`src/rtl/bgc_pkg.sv`:
```
package bgc_pkg;

  // A switch becomes commanded on in this cycle
  function automatic logic turn_on(input logic now_on, input logic was_on);
    return now_on & ~was_on;
  endfunction

  // Both switches of a leg requested at once
  function automatic logic cross_req(input logic up_on, input logic dn_on);
    return up_on & dn_on;
  endfunction

  // Next state of a pulse-held block: set by flag, kept while command stays on
  function automatic logic hold_in_pulse(input logic flag, input logic held, input logic cmd_on);
    return flag | (held & cmd_on);
  endfunction

endpackage

```
`src/rtl/bgc_sync.sv`:
```
module bgc_sync #(
  parameter int W      = 1,
  parameter int STAGES = 2,
  parameter logic RST_VAL = 1'b0
) (
  input  logic         clk,
  input  logic         rst_n,
  input  logic [W-1:0] d,
  output logic [W-1:0] q
);
  logic [W-1:0] stage [STAGES];

  generate
    for (genvar s = 0; s < STAGES; s++) begin : g_stage
      always_ff @(posedge clk or negedge rst_n) begin
        if (!rst_n) stage[s] <= {W{RST_VAL}};
        else if (s == 0) stage[s] <= d;
        else stage[s] <= stage[(s == 0) ? 0 : s-1];
      end
    end
  endgenerate

  assign q = stage[STAGES-1];
endmodule

```
`src/rtl/bgc_leg.sv`:
```
module bgc_leg
  import bgc_pkg::*;
(
  input  logic clk,
  input  logic rst_n,
  input  logic up_on,
  input  logic dn_on,
  input  logic sc_up,
  input  logic sc_dn,
  input  logic ilim,
  output logic gate_up,
  output logic gate_dn,
  output logic lock,
  output logic blk_up,
  output logic blk_dn,
  output logic warn
);
  logic up_was, dn_was;
  logic arm_up_q, arm_dn_q;
  logic lock_q, blk_up_q, blk_dn_q, warn_q, gup_q, gdn_q;

  // named internal events
  logic new_up, new_dn, new_pulse, overlap, lock_clr, lock_d;
  logic blk_up_d, blk_dn_d, warn_d, arm_up_d, arm_dn_d;

  assign new_up    = turn_on(up_on, up_was);
  assign new_dn    = turn_on(dn_on, dn_was);
  assign new_pulse = new_up | new_dn;
  assign overlap   = cross_req(up_on, dn_on);

  assign lock_clr = lock_q & arm_up_q & arm_dn_q & new_pulse & ~overlap;
  assign lock_d   = overlap | (lock_q & ~lock_clr);
  assign arm_up_d = lock_d & ~overlap & (arm_up_q | ~up_on);
  assign arm_dn_d = lock_d & ~overlap & (arm_dn_q | ~dn_on);

  assign blk_up_d = hold_in_pulse(sc_up, blk_up_q, up_on);
  assign blk_dn_d = hold_in_pulse(sc_dn, blk_dn_q, dn_on);
  assign warn_d   = ilim | (warn_q & ~new_pulse);

  always_ff @(posedge clk or negedge rst_n) begin
    if (!rst_n) begin
      up_was   <= 1'b0;
      dn_was   <= 1'b0;
      arm_up_q <= 1'b0;
      arm_dn_q <= 1'b0;
      lock_q   <= 1'b0;
      blk_up_q <= 1'b0;
      blk_dn_q <= 1'b0;
      warn_q   <= 1'b0;
      gup_q    <= 1'b0;
      gdn_q    <= 1'b0;
    end else begin
      up_was   <= up_on;
      dn_was   <= dn_on;
      arm_up_q <= arm_up_d;
      arm_dn_q <= arm_dn_d;
      lock_q   <= lock_d;
      blk_up_q <= blk_up_d;
      blk_dn_q <= blk_dn_d;
      warn_q   <= warn_d;
      gup_q    <= up_on & ~lock_d & ~blk_up_d;
      gdn_q    <= dn_on & ~lock_d & ~blk_dn_d;
    end
  end

  assign gate_up = gup_q;
  assign gate_dn = gdn_q;
  assign lock    = lock_q;
  assign blk_up  = blk_up_q;
  assign blk_dn  = blk_dn_q;
  assign warn    = warn_q;

  // never both gates of a leg
  a_r3_no_overlap: assert property (@(posedge clk) disable iff (!rst_n)
    !(gup_q && gdn_q));
  // a latched leg has both gates off
  a_r3_lock_gates_off: assert property (@(posedge clk) disable iff (!rst_n)
    lock_q |-> (!gup_q && !gdn_q));
  // no new command edge, no release
  a_r4_lock_hold: assert property (@(posedge clk) disable iff (!rst_n)
    (lock_q && !new_pulse) |=> lock_q);
  // a blocked switch stays off
  a_r6_blk_gate_off: assert property (@(posedge clk) disable iff (!rst_n)
    (blk_up_q |-> !gup_q) and (blk_dn_q |-> !gdn_q));
  // warning held until next pulse
  a_r8_warn_hold: assert property (@(posedge clk) disable iff (!rst_n)
    (warn_q && !new_pulse) |=> warn_q);
  // a gate is only on after its command was on
  a_r2_gate_from_cmd: assert property (@(posedge clk) disable iff (!rst_n)
    (gup_q |-> $past(up_on)) and (gdn_q |-> $past(dn_on)));
endmodule

```
`src/rtl/bridge_gate_ctrl.sv`:
```
module bridge_gate_ctrl
  import bgc_pkg::*;
#(
  parameter int NPH         = 3,
  parameter int SYNC_STAGES = 2
) (
  input  logic           clk,
  input  logic           rst_n,
  input  logic [NPH-1:0] up_cmd_n,
  input  logic [NPH-1:0] dn_cmd_n,
  input  logic           brk_cmd_n,
  input  logic [NPH-1:0] sc_up,
  input  logic [NPH-1:0] sc_dn,
  input  logic [NPH-1:0] ilim,
  output logic [NPH-1:0] gate_up,
  output logic [NPH-1:0] gate_dn,
  output logic           gate_brk,
  output logic           fault_n,
  output logic           warn_n
);
  localparam int CMD_W  = 2*NPH + 1;
  localparam int FLAG_W = 3*NPH;

  logic [CMD_W-1:0]  cmd_s;
  logic [FLAG_W-1:0] flag_s;
  logic [NPH-1:0]    up_on, dn_on, sc_up_s, sc_dn_s, ilim_s;
  logic              brk_on, brk_q;
  logic [NPH-1:0]    lock, blk_up, blk_dn, warn;

  bgc_sync #(.W(CMD_W), .STAGES(SYNC_STAGES), .RST_VAL(1'b1)) u_cmd_sync (
    .clk(clk), .rst_n(rst_n), .d({brk_cmd_n, dn_cmd_n, up_cmd_n}), .q(cmd_s));

  bgc_sync #(.W(FLAG_W), .STAGES(SYNC_STAGES), .RST_VAL(1'b0)) u_flag_sync (
    .clk(clk), .rst_n(rst_n), .d({ilim, sc_dn, sc_up}), .q(flag_s));

  assign up_on   = ~cmd_s[NPH-1:0];
  assign dn_on   = ~cmd_s[2*NPH-1:NPH];
  assign brk_on  = ~cmd_s[CMD_W-1];
  assign sc_up_s = flag_s[NPH-1:0];
  assign sc_dn_s = flag_s[2*NPH-1:NPH];
  assign ilim_s  = flag_s[3*NPH-1:2*NPH];

  generate
    for (genvar p = 0; p < NPH; p++) begin : g_leg
      bgc_leg u_leg (
        .clk(clk), .rst_n(rst_n),
        .up_on(up_on[p]), .dn_on(dn_on[p]),
        .sc_up(sc_up_s[p]), .sc_dn(sc_dn_s[p]), .ilim(ilim_s[p]),
        .gate_up(gate_up[p]), .gate_dn(gate_dn[p]),
        .lock(lock[p]), .blk_up(blk_up[p]), .blk_dn(blk_dn[p]),
        .warn(warn[p]));
    end
  endgenerate

  // brake: command only, no short-circuit path
  always_ff @(posedge clk or negedge rst_n) begin
    if (!rst_n) brk_q <= 1'b0;
    else        brk_q <= brk_on;
  end
  assign gate_brk = brk_q;

  assign fault_n = ~(|lock | |blk_up | |blk_dn);
  assign warn_n  = ~(|warn);

  // brake gate mirrors its synchronised command one edge later
  a_r7_brake_follow: assert property (@(posedge clk) disable iff (!rst_n)
    gate_brk == $past(brk_on));
  // any latched leg condition pulls the fault flag low
  a_r9_fault_seen: assert property (@(posedge clk) disable iff (!rst_n)
    $rose(|lock) |-> !fault_n);
endmodule

```
`config.mk`:
```
export PLATFORM = sky130hd
export DESIGN_NAME = bridge_gate_ctrl
export DESIGN_NICKNAME = d
export VERILOG_FILES = /design/src/rtl/bgc_pkg.sv /design/src/rtl/bgc_sync.sv /design/src/rtl/bgc_leg.sv /design/src/rtl/bridge_gate_ctrl.sv
export SDC_FILE = /design/constraint.sdc
export NUM_CORES = 1
export LEC_CHECK = 0
export ABC_AREA = 1
export CORE_ASPECT_RATIO = 1.4
export CORE_MARGIN = 10
export CORE_UTILIZATION = 45
export DETAILED_ROUTE_END_ITERATION = 10
export DONT_BUFFER_PORTS = 1
export GPL_ROUTABILITY_DRIVEN = 1
export GPL_TIMING_DRIVEN = 0
export HOLD_SLACK_MARGIN = 0.1
export SLEW_MARGIN = 40
export SYNTH_ARGS = -nofsm -noshare
export SYNTH_HDL_FRONTEND = slang
export SYNTH_SLANG_ARGS = --single-unit
```
`constraint.sdc`:
```
create_clock -name clk -period 1.9 [get_ports clk]
set_input_delay 0.095 -clock clk [delete_from_list [all_inputs] [get_ports clk]]
set_output_delay 0.095 -clock clk [all_outputs]
set_load 0.02 [all_outputs]
```
==> results of run 1 <==
cells in the final DEF (no fill, tap or decap), drive strengths merged, types with 3 or more instances in the layout:
cell         instances
dfrtp               49
inv                 28
nand2               21
a31o                 3
o21ai                6
dlygate4sd3         17
nand3               10
dfstp               14
buf                  7
clkbuf              13
nor2                25
per-layer routing:
layer | vias up | GRT usage [%]
met5 | - | 0
met4 | 0 | 5.915
met3 | 4 | 4.025
met2 | 23 | 15.16
met1 | 560 | 8.301
li1 | 554 | -
layout make-up:
class                   instances  area, um^2  area share (%)
clock inverters                 3       65.06           2.533
clock buffers                  13       168.9           6.576
inverters                      28       105.1           4.092
well taps                      62       77.57           3.020
flip-flops and latches         63        1594           62.06
plain buffers                   6       45.04           1.754
repair buffers                 18       197.7           7.696
multi-input cells              68       315.3           12.27
synthesized netlist by cell type:
cell type	instances
nor3_1	2
inv_1	24
inv_2	4
nor2_1	22
buf_4	6
nand4_1	1
nand2_1	16
dfstp_2	14
nand3_1	10
dfrtp_1	49
nand2_2	5
a31o_2	3
o21ai_0	6
nor2_2	3
worst paths after layout:
kind / end / start / slack (ns)
min in group clk: u_cmd_sync.stage[12] / dn_cmd_n[2] / 0.31
setup / recovery: fault_n / g_leg[1].u_leg.lock / 0.44
max in group asynchronous: u_cmd_sync.q[3] / rst_n / 1.29
hold / removal: g_leg[1].u_leg.gate_dn / rst_n / 0.28
hold reg to reg: u_flag_sync.q[0] / u_flag_sync.stage[9] / 0.35
setup reg to reg: g_leg[1].u_leg.gate_up / u_cmd_sync.q[1] / 0.78
state kept, by name, indices dropped and copies added, names as in the netlist, 7 cells and up:
name / count
u_cmd_sync.q: 7
u_flag_sync.q: 9
u_cmd_sync.stage: 7
u_flag_sync.stage: 9
per-stage QoR:
step	cells	utilization, %	hold WS (ns)
after CTS	261	57.09	0.2901
after global routing	261	57.09	0.2952
after detailed placement	227	47.50	-0.1981
final	261	57.09	0.2792
after floorplan	165	-	-0.2006
after global placement	227	47.50	-0.1977
power by group:
group	total, mW	internal (mW)	switching [mW]
sequential	1.52	1.47	0.0578
clock	1.30	0.845	0.457
combinational	0.212	0.0871	0.125
logic make-up after synthesis:
family / share of synthesized area, %
compound gates: 2.734
buf+inv: 7.290
flops: 77.40
simple gates: 12.58
critical path, delay by kind of cell (launching register included):
family / cells / cell delay, ns
flops: 1 / 0.40
simple gates: 3 / 0.64
==> impl_metrics.json, run 1 <==
{
  "status": "finished, final reports clean",
  "setup_tns_ns": 0,
  "critPathMaxStageDelay_ns": 0.40,
  "pwr_density_cell_nw_per_um2": 1182,
  "cts_max_level": 3,
  "antenna_cells": 0,
  "synth_warnings": 0,
  "overflow": 0,
  "synth_seq_cells": 63,
  "rsz0062_at_grt": "no",
  "cp.arrival_ns": 1.36,
  "cts_buffers": 9,
  "syn_nets": 183,
  "worst_slew_pin_slew_ns": 0.6688,
  "cp_slowest_cell": "dfrtp_1",
  "post-route-drc-count": 0,
  "drtIter0Drc": 89,
  "antenna_found_initial": 0,
  "io_buffer_count": 0,
  "wl_met3_um": 146,
  "holdBufCountCts": 18,
  "synth_top_area_cell": "dfrtp_1",
  "wl_met1_um": 1265,
  "cts_tree": "built",
  "max-cap-violations": 0,
  "ctsRootBufferMaster": "clkbuf_8",
  "grt_pass1_wl_um": 5299,
  "cts_resized": 0,
  "fin_crit_sh_pct": 76.63,
  "die_width_um": 77.18,
  "syn_area_um2": 2059,
  "synth_top_area_share_pct": 59.54,
  "grt_max_degree": 64,
  "drive_above_1_share_pct": 25.63,
  "wl_per_cell_um": 12.11,
  "syn_inst": 165,
  "track_usage_pct": 8.848,
  "synth_cell_type_count": 14,
  "endpoint_kind": "output pin",
  "setup_ws_ns": 0.4441,
  "top_layer_used": "met4",
  "ioPinCount": 27,
  "clk_pin_slew_ns": 0.06,
  "hold_violations": 0,
  "place.gp.congestion": 0.7925,
  "total_power_mw": 3.037,
  "clock-sinks": 63,
  "synthToLayoutAreaGrowth_pct": 24.73,
  "n_fill_cell": 403,
  "criticalPathCategory": "flip-flop to output pin",
  "finish.instance_area_um2": 2569,
  "die_h_um": 100.0,
  "fin_skew_ns": 0.007561,
  "final_nets": 212,
  "die-area_um2": 7721,
  "clock_path_buffers": 2,
  "clock_latency_ns": 0.32,
  "row_count": 29,
  "setup_violations": 0,
  "vias": 1141,
  "cp-start-kind": "flip-flop",
  "path_cells": "nor3_1 > nand4_1 > nor2_1",
  "cts_setup_buffers": 0,
  "hold_path.class": "primary input to async pin",
  "max_slew_margin_pct": 55.07,
  "grt_pass1_vias": 1273,
  "synth.avg_cell_area_um2": 12.48,
  "place_worst_setup_slack_ns": 0.7672,
  "firstDrtPassIters": 4,
  "dp_hpwl_um": 2153,
  "initial_core_util_pct": 45.77,
  "viasPerCell": 4.372,
  "seq_area_frac_synth_pct": 77.40,
  "postPlaceCellArea_um2": 2137,
  "antenna_left": 0,
  "drt-total-wl_um": 3161,
  "max_freq_mhz": 686.9,
  "ir_worst_vdd_uv": 581.9,
  "cp_max_fo": 3,
  "wl_met2_um": 1712,
  "ys_top_cells_by_area": "dfrtp_1, dfstp_2, inv_1",
  "p_leak_nw": 1.234,
  "core_area_um2": 4499,
  "cp.required_ns": 1.80,
  "reg2regPathDepth": 7,
  "min_period_ns": 1.456,
  "slew_violations": 0
}
Power figures use the tool's default switching activity.
==> run 2, diff against run 1 <==
==> constraint.sdc (replaced) <==
create_clock -name clk -period 1.19 [get_ports clk]
set_input_delay 0.0595 -clock clk [delete_from_list [all_inputs] [get_ports clk]]
set_output_delay 0.0595 -clock clk [all_outputs]
set_load 0.02 [all_outputs]
==> impl_metrics.json, run 2 (synthesis gave the netlist of run 1 again) <==
{
  "drive_above_1_share_pct": 28.00,
  "fin_skew_ns": 0.007395,
  "dp_hpwl_um": 2153,
  "reg2reg_slack_ns": 0.07,
  "violations": "hold timing, setup timing",
  "clk_pin_slew_ns": 0.07,
  "cp-start-kind": "flip-flop",
  "viasPerCell": 4.340,
  "post-route-drc-count": 0,
  "overflow": 0,
  "layout.cells.non_filler": 262,
  "r2r_start": "u_cmd_sync.q[1]",
  "hold_path.class": "primary input to async pin",
  "setup_ws_ns": -0.1515,
  "cts_buffers": 9,
  "cp_max_fo": 2,
  "rsz0062_at_grt": "yes",
  "row_count": 29,
  "criticalPathCategory": "flip-flop to output pin",
  "post-place-cells": 227,
  "max-cap-violations": 0,
  "cts_max_level": 3,
  "layout_common_cells": "dfrtp_1, inv_1, nor2_1, nand2_1, dlygate4sd3_1",
  "hold_violations": 63,
  "ctsRootBufferMaster": "clkbuf_8",
  "initial_core_util_pct": 45.77,
  "final_common_cell": "dfrtp_1",
  "die_width_um": 77.18,
  "fin_crit_sh_pct": 112.7,
  "clock-sinks": 63,
  "drt-total-wl_um": 3180,
  "min_period_ns": 1.341,
  "firstDrtPassIters": 4,
  "antenna_cells": 0,
  "core_area_um2": 4499,
  "slew_violations": 0,
  "place.gp.congestion": 0.7925,
  "synthToLayoutAreaGrowth_pct": 25.15,
  "final_nets": 213,
  "cts_tree": "built",
  "fin_hold_ws_ns": -0.5758,
  "endpoint_kind": "output pin",
  "r2r-end": "g_leg[1].u_leg.gate_up",
  "ioPinCount": 27,
  "cp.arrival_ns": 1.28,
  "antenna_left": 0,
  "setup_violations": 1,
  "worst_slew_pin_slew_ns": 0.2703,
  "die-area_um2": 7721,
  "pwr_density_cell_nw_per_um2": 1881,
  "ir_worst_vdd_uv": 938.8,
  "track_usage_pct": 8.811,
  "io_buffer_count": 0,
  "grt_pass1_vias": 1271,
  "clock_latency_ns": 0.33,
  "max_slew_margin_pct": 81.92,
  "cp.required_ns": 1.13,
  "holdBufCountCts": 16,
  "max_freq_mhz": 745.5,
  "vias": 1137,
  "setup_tns_ns": -0.1515,
  "wl_per_cell_um": 12.14,
  "reg2regPathDepth": 7,
  "status": "finished with violations",
  "antenna_found_initial": 0,
  "grt_pass1_wl_um": 5271,
  "clock_path_buffers": 2,
  "die_h_um": 100.0,
  "grt_max_degree": 64,
  "p_leak_nw": 1.237,
  "drtIter0Drc": 87
}
## run 2: cell types whose count changed in the layout (fill, tap and decap cells not counted)
cell,previous run,this run
nor3_1,2,0
nor2_1,22,21
nor3_2,0,1
nor2_4,0,1
buf_16,1,0
buf_4,6,9
dlygate4sd3_1,17,16
nor3_4,0,1
## run 2: worst max-delay path by stage
stage,startpoint,to,depth (start not counted)
2_1_floorplan,u_cmd_sync.q[2],g_leg[2].u_leg.gate_dn,7
3_3_place_gp,u_cmd_sync.q[1],g_leg[1].u_leg.gate_up,7
3_5_place_dp,u_cmd_sync.q[3],g_leg[0].u_leg.gate_up,7
4_1_cts,g_leg[1].u_leg.lock,fault_n,3
5_1_grt,g_leg[0].u_leg.lock,fault_n,3
6_report,g_leg[2].u_leg.lock,fault_n,3
## run 2: critical path: stages, from the launching register on
cell     delay, ns
dfrtp_1       0.39
nor3_2        0.18
nand4_1       0.16
nor2_4        0.22
## run 2: area by class of cell
type / count / area (um^2)
inverters: 28 / 105.1
clock inverters: 3 / 65.06
well taps: 62 / 77.57
plain buffers: 6 / 45.04
flip-flops and latches: 63 / 1594
clock buffers: 13 / 168.9
repair buffers: 19 / 182.7
multi-input cells: 68 / 339.1
fillers: 403 / 1922
## run 2: timing repair
action                                  CTS  global route
pin swaps                                 0             3
gates resized for setup                   3             2
buffers inserted                          0             3
hold endpoints to repair                 79            63
endpoints found under the setup margin    2             2
## run 2: per-stage QoR
| stage | area [um^2] | setup WS, ns | util, % | power (mW) | hold WS, ns |
|---|---|---|---|---|---|
| after floorplan | 2059 | 0.1859 | - | 2.648 | -0.2361 |
| after global placement | 2137 | 0.1013 | 47.50 | 2.697 | -0.2332 |
| after detailed placement | 2137 | 0.07715 | 47.50 | 2.722 | -0.2336 |
| after CTS | 2544 | -0.1436 | 56.54 | 4.871 | -0.5931 |
| after global routing | 2577 | -0.2258 | 57.29 | 5.059 | -0.6005 |
| final | 2577 | -0.1515 | 57.29 | 4.847 | -0.5758 |
## run 2: layer usage
layer	wire, um	part of all wire, %	GRT usage (%)
met1	1225	39	8.189
met4	38	1.2	6.197
met2	1735	55	14.97
met3	180	5.7	4.114
met5	0	0	0
## run 2: power by group
part	total [mW]	internal [mW]	switching [mW]
Combinational	0.330	0.156	0.174
Clock	2.08	1.35	0.733
Sequential	2.44	2.34	0.0959
